$ cat src/rtl/i2cf_pkg.sv
package i2cf_pkg;
  localparam logic [7:0] OFS_DATA   = 8'h10;
  localparam logic [7:0] OFS_TX_LVL = 8'h74;
  localparam logic [7:0] OFS_RX_LVL = 8'h78;
  localparam logic [7:0] OFS_TX_THR = 8'h3c;
  localparam logic [7:0] OFS_RX_THR = 8'h38;
  localparam int CMD_W = 11;

  typedef struct packed {
    logic flush;
    logic cmdPush;
    logic cmdPop;
    logic rxPush;
    logic rxPop;
    logic txOvfSet;
    logic rxOvfSet;
    logic rxUdfSet;
    logic txThrWr;
    logic rxThrWr;
  } fifoCtl_t;
endpackage

$ cat src/rtl/i2cf_fifo.sv
module i2cf_fifo #(
  parameter int W = 8,
  parameter int DEPTH = 32,
  localparam int PTR_W = (DEPTH > 1) ? $clog2(DEPTH) : 1,
  localparam int LVL_W = $clog2(DEPTH + 1)
) (
  input  logic             clk,
  input  logic             rstN,
  input  logic             flush,
  input  logic             push,
  input  logic             pop,
  input  logic [W-1:0]     wdata,
  output logic [W-1:0]     head,
  output logic [LVL_W-1:0] level
);
  logic [W-1:0]     mem [DEPTH];
  logic [PTR_W-1:0] wrPtr, rdPtr;

  function automatic logic [PTR_W-1:0] nextPtr(input logic [PTR_W-1:0] p);
    return (p == PTR_W'(DEPTH - 1)) ? '0 : p + 1'b1;
  endfunction

  always_ff @(posedge clk) begin
    if (push) mem[wrPtr] <= wdata;
  end

  always_ff @(posedge clk or negedge rstN) begin
    if (!rstN) begin
      wrPtr <= '0;
      rdPtr <= '0;
      level <= '0;
    end else if (flush) begin
      wrPtr <= '0;
      rdPtr <= '0;
      level <= '0;
    end else begin
      if (push) wrPtr <= nextPtr(wrPtr);
      if (pop)  rdPtr <= nextPtr(rdPtr);
      if (push && !pop)      level <= level + 1'b1;
      else if (pop && !push) level <= level - 1'b1;
    end
  end

  assign head = mem[rdPtr];
endmodule

$ cat src/rtl/i2cf_ctrl.sv
module i2cf_ctrl
  import i2cf_pkg::*;
#(
  parameter int DEPTH = 32,
  localparam int LVL_W = $clog2(DEPTH + 1)
) (
  input  logic             enable,
  input  logic [7:0]       regAddr,
  input  logic             regWr,
  input  logic             regRd,
  input  logic             engCmdPop,
  input  logic             engRxPush,
  input  logic [LVL_W-1:0] txCount,
  input  logic [LVL_W-1:0] rxCount,
  output fifoCtl_t         ctl
);
  logic dataWr, dataRd, txFull, rxFull, txNone, rxNone;

  always_comb begin
    dataWr = enable && regWr && (regAddr == OFS_DATA);
    dataRd = enable && regRd && (regAddr == OFS_DATA);
    txFull = (txCount == LVL_W'(DEPTH));
    rxFull = (rxCount == LVL_W'(DEPTH));
    txNone = (txCount == '0);
    rxNone = (rxCount == '0);

    ctl.flush    = !enable;
    ctl.cmdPush  = dataWr && !txFull;
    ctl.txOvfSet = dataWr && txFull;
    ctl.cmdPop   = enable && engCmdPop && !txNone;
    ctl.rxPush   = enable && engRxPush && !rxFull;
    ctl.rxOvfSet = enable && engRxPush && rxFull;
    ctl.rxPop    = dataRd && !rxNone;
    ctl.rxUdfSet = dataRd && rxNone;
    ctl.txThrWr  = regWr && (regAddr == OFS_TX_THR);
    ctl.rxThrWr  = regWr && (regAddr == OFS_RX_THR);
  end
endmodule

$ cat src/rtl/i2cf_datapath.sv
module i2cf_datapath
  import i2cf_pkg::*;
#(
  parameter int DEPTH = 32,
  localparam int LVL_W = $clog2(DEPTH + 1)
) (
  input  logic             clk,
  input  logic             rstN,
  input  logic             enable,
  input  fifoCtl_t         ctl,
  input  logic [7:0]       regAddr,
  input  logic [CMD_W-1:0] regWdata,
  input  logic [7:0]       engRxData,
  output logic [31:0]      regRdata,
  output logic [CMD_W-1:0] engCmd,
  output logic             engCmdValid,
  output logic [LVL_W-1:0] txCount,
  output logic [LVL_W-1:0] rxCount,
  output logic [LVL_W-1:0] txLvl,
  output logic [LVL_W-1:0] rxLvl,
  output logic             txEmptyFlag,
  output logic             rxFullFlag,
  output logic             txOverflow,
  output logic             rxOverflow,
  output logic             rxUnderflow
);
  logic [CMD_W-1:0] cmdHead;
  logic [7:0]       rxHead;
  logic [LVL_W-1:0] txThr, rxThr;
  logic             txOvfQ, rxOvfQ, rxUdfQ;

  i2cf_fifo #(.W(CMD_W), .DEPTH(DEPTH)) u_cmdFifo (
    .clk(clk), .rstN(rstN), .flush(ctl.flush), .push(ctl.cmdPush),
    .pop(ctl.cmdPop), .wdata(regWdata), .head(cmdHead), .level(txCount)
  );

  i2cf_fifo #(.W(8), .DEPTH(DEPTH)) u_rxFifo (
    .clk(clk), .rstN(rstN), .flush(ctl.flush), .push(ctl.rxPush),
    .pop(ctl.rxPop), .wdata(engRxData), .head(rxHead), .level(rxCount)
  );

  always_ff @(posedge clk or negedge rstN) begin
    if (!rstN) begin
      txThr  <= '0;
      rxThr  <= '0;
      txOvfQ <= 1'b0;
      rxOvfQ <= 1'b0;
      rxUdfQ <= 1'b0;
    end else begin
      if (ctl.txThrWr) txThr <= regWdata[LVL_W-1:0];
      if (ctl.rxThrWr) rxThr <= regWdata[LVL_W-1:0];
      if (ctl.flush) begin
        txOvfQ <= 1'b0;
        rxOvfQ <= 1'b0;
        rxUdfQ <= 1'b0;
      end else begin
        txOvfQ <= txOvfQ | ctl.txOvfSet;
        rxOvfQ <= rxOvfQ | ctl.rxOvfSet;
        rxUdfQ <= rxUdfQ | ctl.rxUdfSet;
      end
    end
  end

  always_comb begin
    txLvl       = enable ? txCount : '0;
    rxLvl       = enable ? rxCount : '0;
    engCmdValid = (txLvl != '0);
    engCmd      = engCmdValid ? cmdHead : '0;
    txEmptyFlag = (txLvl <= txThr);
    rxFullFlag  = (rxLvl > rxThr);
    txOverflow  = enable && txOvfQ;
    rxOverflow  = enable && rxOvfQ;
    rxUnderflow = enable && rxUdfQ;
    unique case (regAddr)
      OFS_DATA:   regRdata = (rxLvl != '0) ? {24'd0, rxHead} : 32'd0;
      OFS_TX_LVL: regRdata = 32'(txLvl);
      OFS_RX_LVL: regRdata = 32'(rxLvl);
      OFS_TX_THR: regRdata = 32'(txThr);
      OFS_RX_THR: regRdata = 32'(rxThr);
      default:    regRdata = 32'd0;
    endcase
  end
endmodule

$ cat src/rtl/i2c_cmd_fifo_front.sv
module i2c_cmd_fifo_front
  import i2cf_pkg::*;
#(
  parameter int DEPTH = 32,
  localparam int LVL_W = $clog2(DEPTH + 1)
) (
  input  logic             clk,
  input  logic             rstN,
  input  logic             enable,
  input  logic [7:0]       regAddr,
  input  logic             regWr,
  input  logic             regRd,
  input  logic [CMD_W-1:0] regWdata,
  output logic [31:0]      regRdata,
  output logic             engCmdValid,
  output logic [CMD_W-1:0] engCmd,
  input  logic             engCmdPop,
  input  logic             engRxPush,
  input  logic [7:0]       engRxData,
  output logic             txEmptyFlag,
  output logic             rxFullFlag,
  output logic             txOverflow,
  output logic             rxOverflow,
  output logic             rxUnderflow
);
  fifoCtl_t         ctl;
  logic [LVL_W-1:0] txCount, rxCount, txLvl, rxLvl;

  i2cf_ctrl #(.DEPTH(DEPTH)) u_ctrl (
    .enable(enable), .regAddr(regAddr), .regWr(regWr), .regRd(regRd),
    .engCmdPop(engCmdPop), .engRxPush(engRxPush),
    .txCount(txCount), .rxCount(rxCount), .ctl(ctl)
  );

  i2cf_datapath #(.DEPTH(DEPTH)) u_dp (
    .clk(clk), .rstN(rstN), .enable(enable), .ctl(ctl),
    .regAddr(regAddr), .regWdata(regWdata), .engRxData(engRxData),
    .regRdata(regRdata), .engCmd(engCmd), .engCmdValid(engCmdValid),
    .txCount(txCount), .rxCount(rxCount), .txLvl(txLvl), .rxLvl(rxLvl),
    .txEmptyFlag(txEmptyFlag), .rxFullFlag(rxFullFlag),
    .txOverflow(txOverflow), .rxOverflow(rxOverflow), .rxUnderflow(rxUnderflow)
  );
endmodule

$ cat config.mk
export PLATFORM = sky130hd
export DESIGN_NAME = i2c_cmd_fifo_front
export DESIGN_NICKNAME = d
export VERILOG_FILES = /design/src/rtl/i2cf_pkg.sv /design/src/rtl/i2cf_fifo.sv /design/src/rtl/i2cf_ctrl.sv /design/src/rtl/i2cf_datapath.sv /design/src/rtl/i2c_cmd_fifo_front.sv
export SDC_FILE = /design/constraint.sdc
export NUM_CORES = 1
export LEC_CHECK = 0
export BUFFER_PORTS_ARGS = -buffer_cell sky130_fd_sc_hd__buf_2
export CORE_ASPECT_RATIO = 1.25
export CORE_MARGIN = 2
export CORE_UTILIZATION = 60
export DETAILED_ROUTE_END_ITERATION = 7
export PLACE_DENSITY_LB_ADDON = 0.3
export SLEW_MARGIN = 20
export SYNTH_ARGS = -nofsm -noshare
export SYNTH_HDL_FRONTEND = slang
export SYNTH_HIERARCHICAL = 1
export SYNTH_SLANG_ARGS = --single-unit
$ cat constraint.sdc
create_clock -name clk -period 3.46 [get_ports clk]
set_input_delay 0.346 -clock clk [delete_from_list [all_inputs] [get_ports clk]]
set_output_delay 0.346 -clock clk [all_outputs]
set_load 0.01 [all_outputs]
==> results.md, run 1 <==
- Status: finished clean
- Largest net degree at the start of global routing: 39
- Worst Max-Slew Pin Slew: 0.962 ns
- Share of layout cells above drive strength 1: 18.6%
- Core area: 45,300 um2
- Crit path kind: register to primary output
- IO Port Bufs: 58
- Skew-Pair Late Insertion Delay: 0.61 ns
- RSZ-0062 raised after global routing: yes
- Worst Hold Launch: engRxPush
- Min-Delay Path Depth: 5
- Synthesis Warnings: 6
- CTS Root Cell: clkbuf_16
- Reg clk slew, reported paths: 0.06 ns
- Post-route clock period utilization: 99.2%
- Ant diodes: 0
- Remaining Overflow, GRT: 0
- Die ar.: 47,700 um2
- Final Hold Vio Count: 0
- Row cnt: 87
- Minimum clock period: 3.43 ns
- Max FO, Critical Path: 10
- Nets@finish: 1,848
- Final Slew Violations: 0
- R2R Path Start: u_dp/u_rxFifo/level[0]
- Max Fclk: 0.291 GHz
- Power Density: 558 nW/um2
- Chip Height: 244 um
- # clock sinks: 655
- All-layer global routing usage: 25.5%
- Most common cell after layout, fill and taps aside: edfxtp_1
- R2r endpoint: u_dp/u_rxFifo/level[5]
- Antenna violations before repair: 0
- # IOs: 83
- Placed insts: 2,276
- Number of detailed-route iterations in the first pass: 6
- Fin cells: 2,404
- Crit. End Element: primary output
- Initial Util: 60.9%
- Hold_ws: 0.188 ns
- Placer Congestion: 0.888
- Clk buf depth: 3
- Netlist Area Pre-Place: 27,600 um2
- Critical path launch point type: register
- Drt initial violations: 1,329
- R2R setup slack: 0.26 ns
- Hold Crit Endpoint: u_dp/rxOvfQ
- H-tree Lvls: 2
- # setup viols final: 0
- Die X-Extent: 196 um
- DRC Markers: 0
- Inserted Clock Buffers: 59
- First-pass GRT wire length: 90.5 mm
- Vias: 14,991
- DPL Wire Length: 37.9 mm
- Via/cell ratio: 6.24
- Area growth from synthesis to layout: 11.6%
- Fin Clk Skew: 0.0223 ns
- Required time worst endpoint: 3.11 ns
- Final wirelength: 60.1 mm
- Syn avg cell area: 16.6 um2
- CTS tree: built
- WP data arrival: 3.09 ns
- Vias in the first global route: 15,152
- Class of the worst hold path: input port to register
- Slew HR: 35.8%
- DR WL/cell: 25.0 um
- Static Leakage: 10.2 nW
- Commonest non-fill, non-tap cells in the layout: edfxtp_1, mux2i_1, nor2_1
- Routed Antenna Nets: 0
- Max Cap Viol: 0
- R2R cell count: 11
- Gate Count Post-Synth: 1,657
- Worst VDD drop: 0.438 mV
[timing repair]
action                                 in CTS  in global routing
cloned                                      0                  0
setup buffers                               9                  8
resized for setup                           8                  3
setup endpoints to repair                  14                  9
hold buffers                                1                  0
endpoints found under the hold margin      25                  0
[registers in the layout, indices dropped and copies added, names as in the netlist, 6 cells and up]
register              flops
u_dp/txThr                6
u_dp/u_rxFifo/level       6
u_dp/u_cmdFifo/mem      352
u_dp/u_cmdFifo/level      6
u_dp/u_rxFifo/mem       256
u_dp/rxThr                6
[cell type report]
| cell class | instances | area, um2 |
|---|---|---|
| clock buffer | 77 | 1590 |
| clock inverter | 33 | 323 |
| fill | 2945 | 14500 |
| inverter | 28 | 105 |
| multi-input combinational | 889 | 7540 |
| sequential | 655 | 19400 |
| tap | 578 | 723 |
| timing repair buffer | 144 | 1040 |
[metal layers]
layer,vias to the layer above,global-route usage [%],part of all wire [%]
met2,575,44.7,52
met5,-,0,0
met1,7577,32.5,39
met4,0,10.8,3.9
met3,126,3.00,5.6
li1,6713,-,-
[worst max path at each step]
stage                                       from                endpoint  slack (ns)
after floorplan           u_dp/u_rxFifo/level[0]  u_dp/u_rxFifo/level[5]        0.60
after global placement    u_dp/u_rxFifo/level[0]  u_dp/u_rxFifo/level[5]        0.30
after detailed placement              regAddr[1]  u_dp/u_rxFifo/level[5]        0.23
after CTS                 u_dp/u_rxFifo/rdPtr[0]             regRdata[4]       -0.03
after global routing      u_dp/u_rxFifo/rdPtr[0]             regRdata[4]       -0.04
final                     u_dp/u_rxFifo/rdPtr[0]             regRdata[4]        0.03
[critical path, stage by stage, from the launching register on]
cell      delay, ns
dfrtp_4        0.52
buf_4          0.16
mux4_1         0.54
a22o_1         0.27
a221oi_2       0.28
nand3_1        0.20
a221o_1        0.36
buf_2          0.14
[metrics by stage]
| stage | setup slack, ns | power (mW) | area, um2 | utilization, % | setup TNS (ns) |
|---|---|---|---|---|---|
| CTS | -0.0260 | 17.2 | 30700 | 67.7 | -0.0260 |
| global placement | 0.297 | 10.8 | 28600 | 63.2 | 0 |
| finish | 0.0272 | 17.2 | 30800 | 67.9 | 0 |
| detailed placement | 0.230 | 10.8 | 28600 | 63.2 | 0 |
| floorplan | 0.604 | 10.3 | 27700 | - | 0 |
| global route | -0.0437 | 17.8 | 30800 | 67.9 | -0.0811 |
[power breakdown]
group | internal (mW) | switching, mW | total, mW | leakage (nW)
Combinational | 0.829 | 1.07 | 1.90 | 3.19
Sequential | 8.72 | 0.120 | 8.84 | 6.07
Clock | 3.69 | 2.73 | 6.42 | 0.931
Total | 13.2 | 3.92 | 17.2 | 10.2
Power figures use the tool's default switching activity.
==> run 2: changes to the inputs <==
--- a/config.mk
+++ b/config.mk
@@ -5,10 +5,11 @@
 export SDC_FILE = /design/constraint.sdc
 export NUM_CORES = 1
 export LEC_CHECK = 0
+export ABC_AREA = 1
 export BUFFER_PORTS_ARGS = -buffer_cell sky130_fd_sc_hd__buf_2
 export CORE_ASPECT_RATIO = 1.25
 export CORE_MARGIN = 2
-export CORE_UTILIZATION = 60
+export CORE_UTILIZATION = 40
 export DETAILED_ROUTE_END_ITERATION = 7
 export PLACE_DENSITY_LB_ADDON = 0.3
 export SLEW_MARGIN = 20
@@ -16,3 +17,4 @@
 export SYNTH_HDL_FRONTEND = slang
 export SYNTH_HIERARCHICAL = 1
 export SYNTH_SLANG_ARGS = --single-unit
+export TNS_END_PERCENT = 50
==> run 2 against run 1 <==
Effect of this change: combinational power increased by 15%; sequential power down 0.7%; power up 5.6%; worst hold slack worse by 0.040 ns; first-iteration DRC count rose by 4.1%; critical path type unchanged; largest power group unchanged.
==> results.md, run 2 <==
- Max Cap Viol: 0
- Required time worst endpoint: 3.11 ns
- H-tree Lvls: 3
- Vias: 19,200
- Commonest non-fill, non-tap cells in the layout: nand2_1, edfxtp_1, nand3_1
- Minimum clock period: 3.28 ns
- Yosys cell types: 39
- Synth Area in Simple Gates: 22.9%
- Post-synthesis compound-gate area fraction: 2.39%
- CTS tree: built
- Area growth from synthesis to layout: 12.2%
- Biggest register: u_dp/u_cmdFifo/mem
- Slew HR: 34.5%
- Chip Height: 302 um
- Skew-Pair Late Insertion Delay: 0.61 ns
- Number of detailed-route iterations in the first pass: 6
- Status: finished clean
- Top cell type's share of synthesized area: 64.1%
- R2r endpoint: u_dp/u_rxFifo/level[4]
- Drt initial violations: 1,384
- First-pass GRT wire length: 108 mm
- Xor/xnor share of the synthesized area: 0.246%
- Top_reg_cell synth: edfxtp_1
- Die ar.: 73,400 um2
- Netlist Area Pre-Place: 28,500 um2
- R2R cell count: 15
- Worst Setup SP: u_dp/u_cmdFifo/rdPtr[0]
- Inserted Clock Buffers: 70
- Via/cell ratio: 5.14
- Routed Antenna Nets: 0
- Area share of fa/ha/maj cells after synthesis: 1.68%
- Antenna violations before repair: 0
- Syn avg cell area: 10.7 um2
- Postcts setup bufs: 0
- Clk buf depth: 3
- Class of the worst hold path: input port to register
- RSZ-0062 raised after global routing: no
- Power Density: 567 nW/um2
- Placer Congestion: 0.874
- Synthesis Warnings: 6
- Gate Count Post-Synth: 2,670
- CP endpoint: engCmd[6]
- DR WL/cell: 19.0 um
- Critical path launch point type: register
- DPL Wire Length: 43.6 mm
- Crit. End Element: primary output
- Top-count cell post-synth: nand2_1
- Fin cells: 3,738
- # clock sinks: 655
- Post-route clock period utilization: 94.8%
- Final Hold Vio Count: 0
- Reg clk slew, reported paths: 0.06 ns
- Final Slew Violations: 0
- Static Leakage: 12.4 nW
- Placed insts: 3,610
- Largest net degree at the start of global routing: 178
- Max FO, Critical Path: 49
- Nets@finish: 2,811
- Max reg flops: 352
- Remaining Overflow, GRT: 0
- DRC Markers: 0
- WP data arrival: 2.93 ns
- Max Fclk: 0.305 GHz
- Die X-Extent: 243 um
- Ant diodes: 0
- #FFs+latches synth: 655
- R2R Path Start: u_dp/u_rxFifo/level[0]
- Area leader, netlist: edfxtp_1
- Fin Setup TNS: 0 ns
- Commonest cells in the synthesized netlist: nand2_1, edfxtp_1, nand3_1
- All-layer global routing usage: 19.2%
- Largest regs: u_dp/u_cmdFifo/mem: 352 flops, u_dp/u_rxFifo/mem: 256 flops
- Share of layout cells above drive strength 1: 9.27%
- Sequential area share after synthesis: 68.2%
- Final wirelength: 71.2 mm
- Multiplexer share of the synthesized area: 0.0791%
- Number of flops mapped to enable cells by yosys: 608
- PostCTS Resize Cnt: 0
- Largest family of logic cells by synthesized area: simple AND/OR/NAND/NOR gates
- # setup viols final: 0
- IO Port Bufs: 58
- Most common cell after layout, fill and taps aside: nand2_1
- Worst Max-Slew Pin Slew: 0.981 ns
- Crit path kind: register to primary output
- Vias in the first global route: 18,456
- # IOs: 83
- Finished Core Util: 45.2%
- CTS Root Cell: clkbuf_16
- Async set or reset register ratio after synthesis: 7.18%
- Area contributors post-synth: edfxtp_1, nand2_1, nand3_1
- Fin Clk Skew: 0.0273 ns
- Core area: 70,600 um2
- Initial Util: 40.3%
- Row cnt: 109
- Worst VDD drop: 0.459 mV
- R2R setup slack: 0.96 ns
==> run 2: layout make-up <==
type / instances / area, um2
clock buffer: 98 / 1890
timing repair buffer: 122 / 848
tap: 943 / 1180
clock inverter: 29 / 283
sequential: 655 / 19400
multi-input combinational: 1775 / 7870
inverter: 116 / 439
fill: 6550 / 38700
==> run 2: metrics by stage <==
step / worst slack [ns] / cell area, um2 / hold slack, ns / power (mW)
5_1_grt: 0.00888 / 31900 / 0.167 / 18.8
6_report: 0.180 / 31900 / 0.148 / 18.1
3_5_place_dp: 0.734 / 29800 / 0.489 / 11.1
2_1_floorplan: 1.17 / 28600 / 0.0504 / 10.4
4_1_cts: 0.149 / 31900 / 0.115 / 18.3
3_3_place_gp: 0.726 / 29800 / 0.484 / 11.1
==> run 2: how the worst min path moves through the flow <==
stage,from,end,slack [ns],cells past startpoint
finish,engRxPush,u_dp/rxOvfQ,0.15,5
global route,engRxPush,u_dp/rxOvfQ,0.17,5
CTS,engRxPush,u_dp/rxOvfQ,0.12,5
detailed placement,u_dp/rxOvfQ,u_dp/rxOvfQ,0.49,2
global placement,u_dp/rxUdfQ,u_dp/rxUdfQ,0.48,2
floorplan,rstN,u_dp/rxOvfQ,0.05,0
==> run 2: logic make-up (layout without fill, tap and decap cells) <==
kind of cell / Yosys count / after routing
simple gates: 1573 / 1573
flops: 655 / 655
buf+inv: 263 / 365
compound gates: 131 / 131
fa+ha+maj: 37 / 37
xor+xnor: 8 / 8
mux: 2 / 2
other cells: 1 / 24
==> run 2: power breakdown <==
part           switching [mW]  internal (mW)
combinational            1.56          0.624
sequential             0.0689           8.71
clock                    3.02           4.14
total                    4.65           13.5
==> run 2: what timing repair did <==
item / 4_1_cts / 5_1_grt
endpoints found under the hold margin: 33 / 0
hold buffers: 1 / 0
endpoints found under the setup margin: 0 / 0
==> run 2: worst max-delay path, stage by stage, from the launching register on <==
cell	delay, ns
dfrtp_4	0.50
inv_4	0.45
buf_4	0.35
nand2_1	0.09
nand3_1	0.08
nand3_1	0.10
nand3_1	0.19
nand3_1	0.12
nand2_1	0.11
inv_1	0.05
nor2_2	0.10
buf_2	0.14
==> run 2: per-layer routing <==
| metal | wire [um] | share of wire (%) | track usage (%) | vias up |
|---|---|---|---|---|
| met2 | 36200 | 51 | 34.1 | 578 |
| met3 | 3570 | 5.0 | 2.83 | 125 |
| li1 | - | - | - | 9165 |
| met4 | 2090 | 2.9 | 7.00 | 0 |
| met1 | 29400 | 41 | 23.9 | 9332 |
| met5 | 0 | 0 | 0 | - |
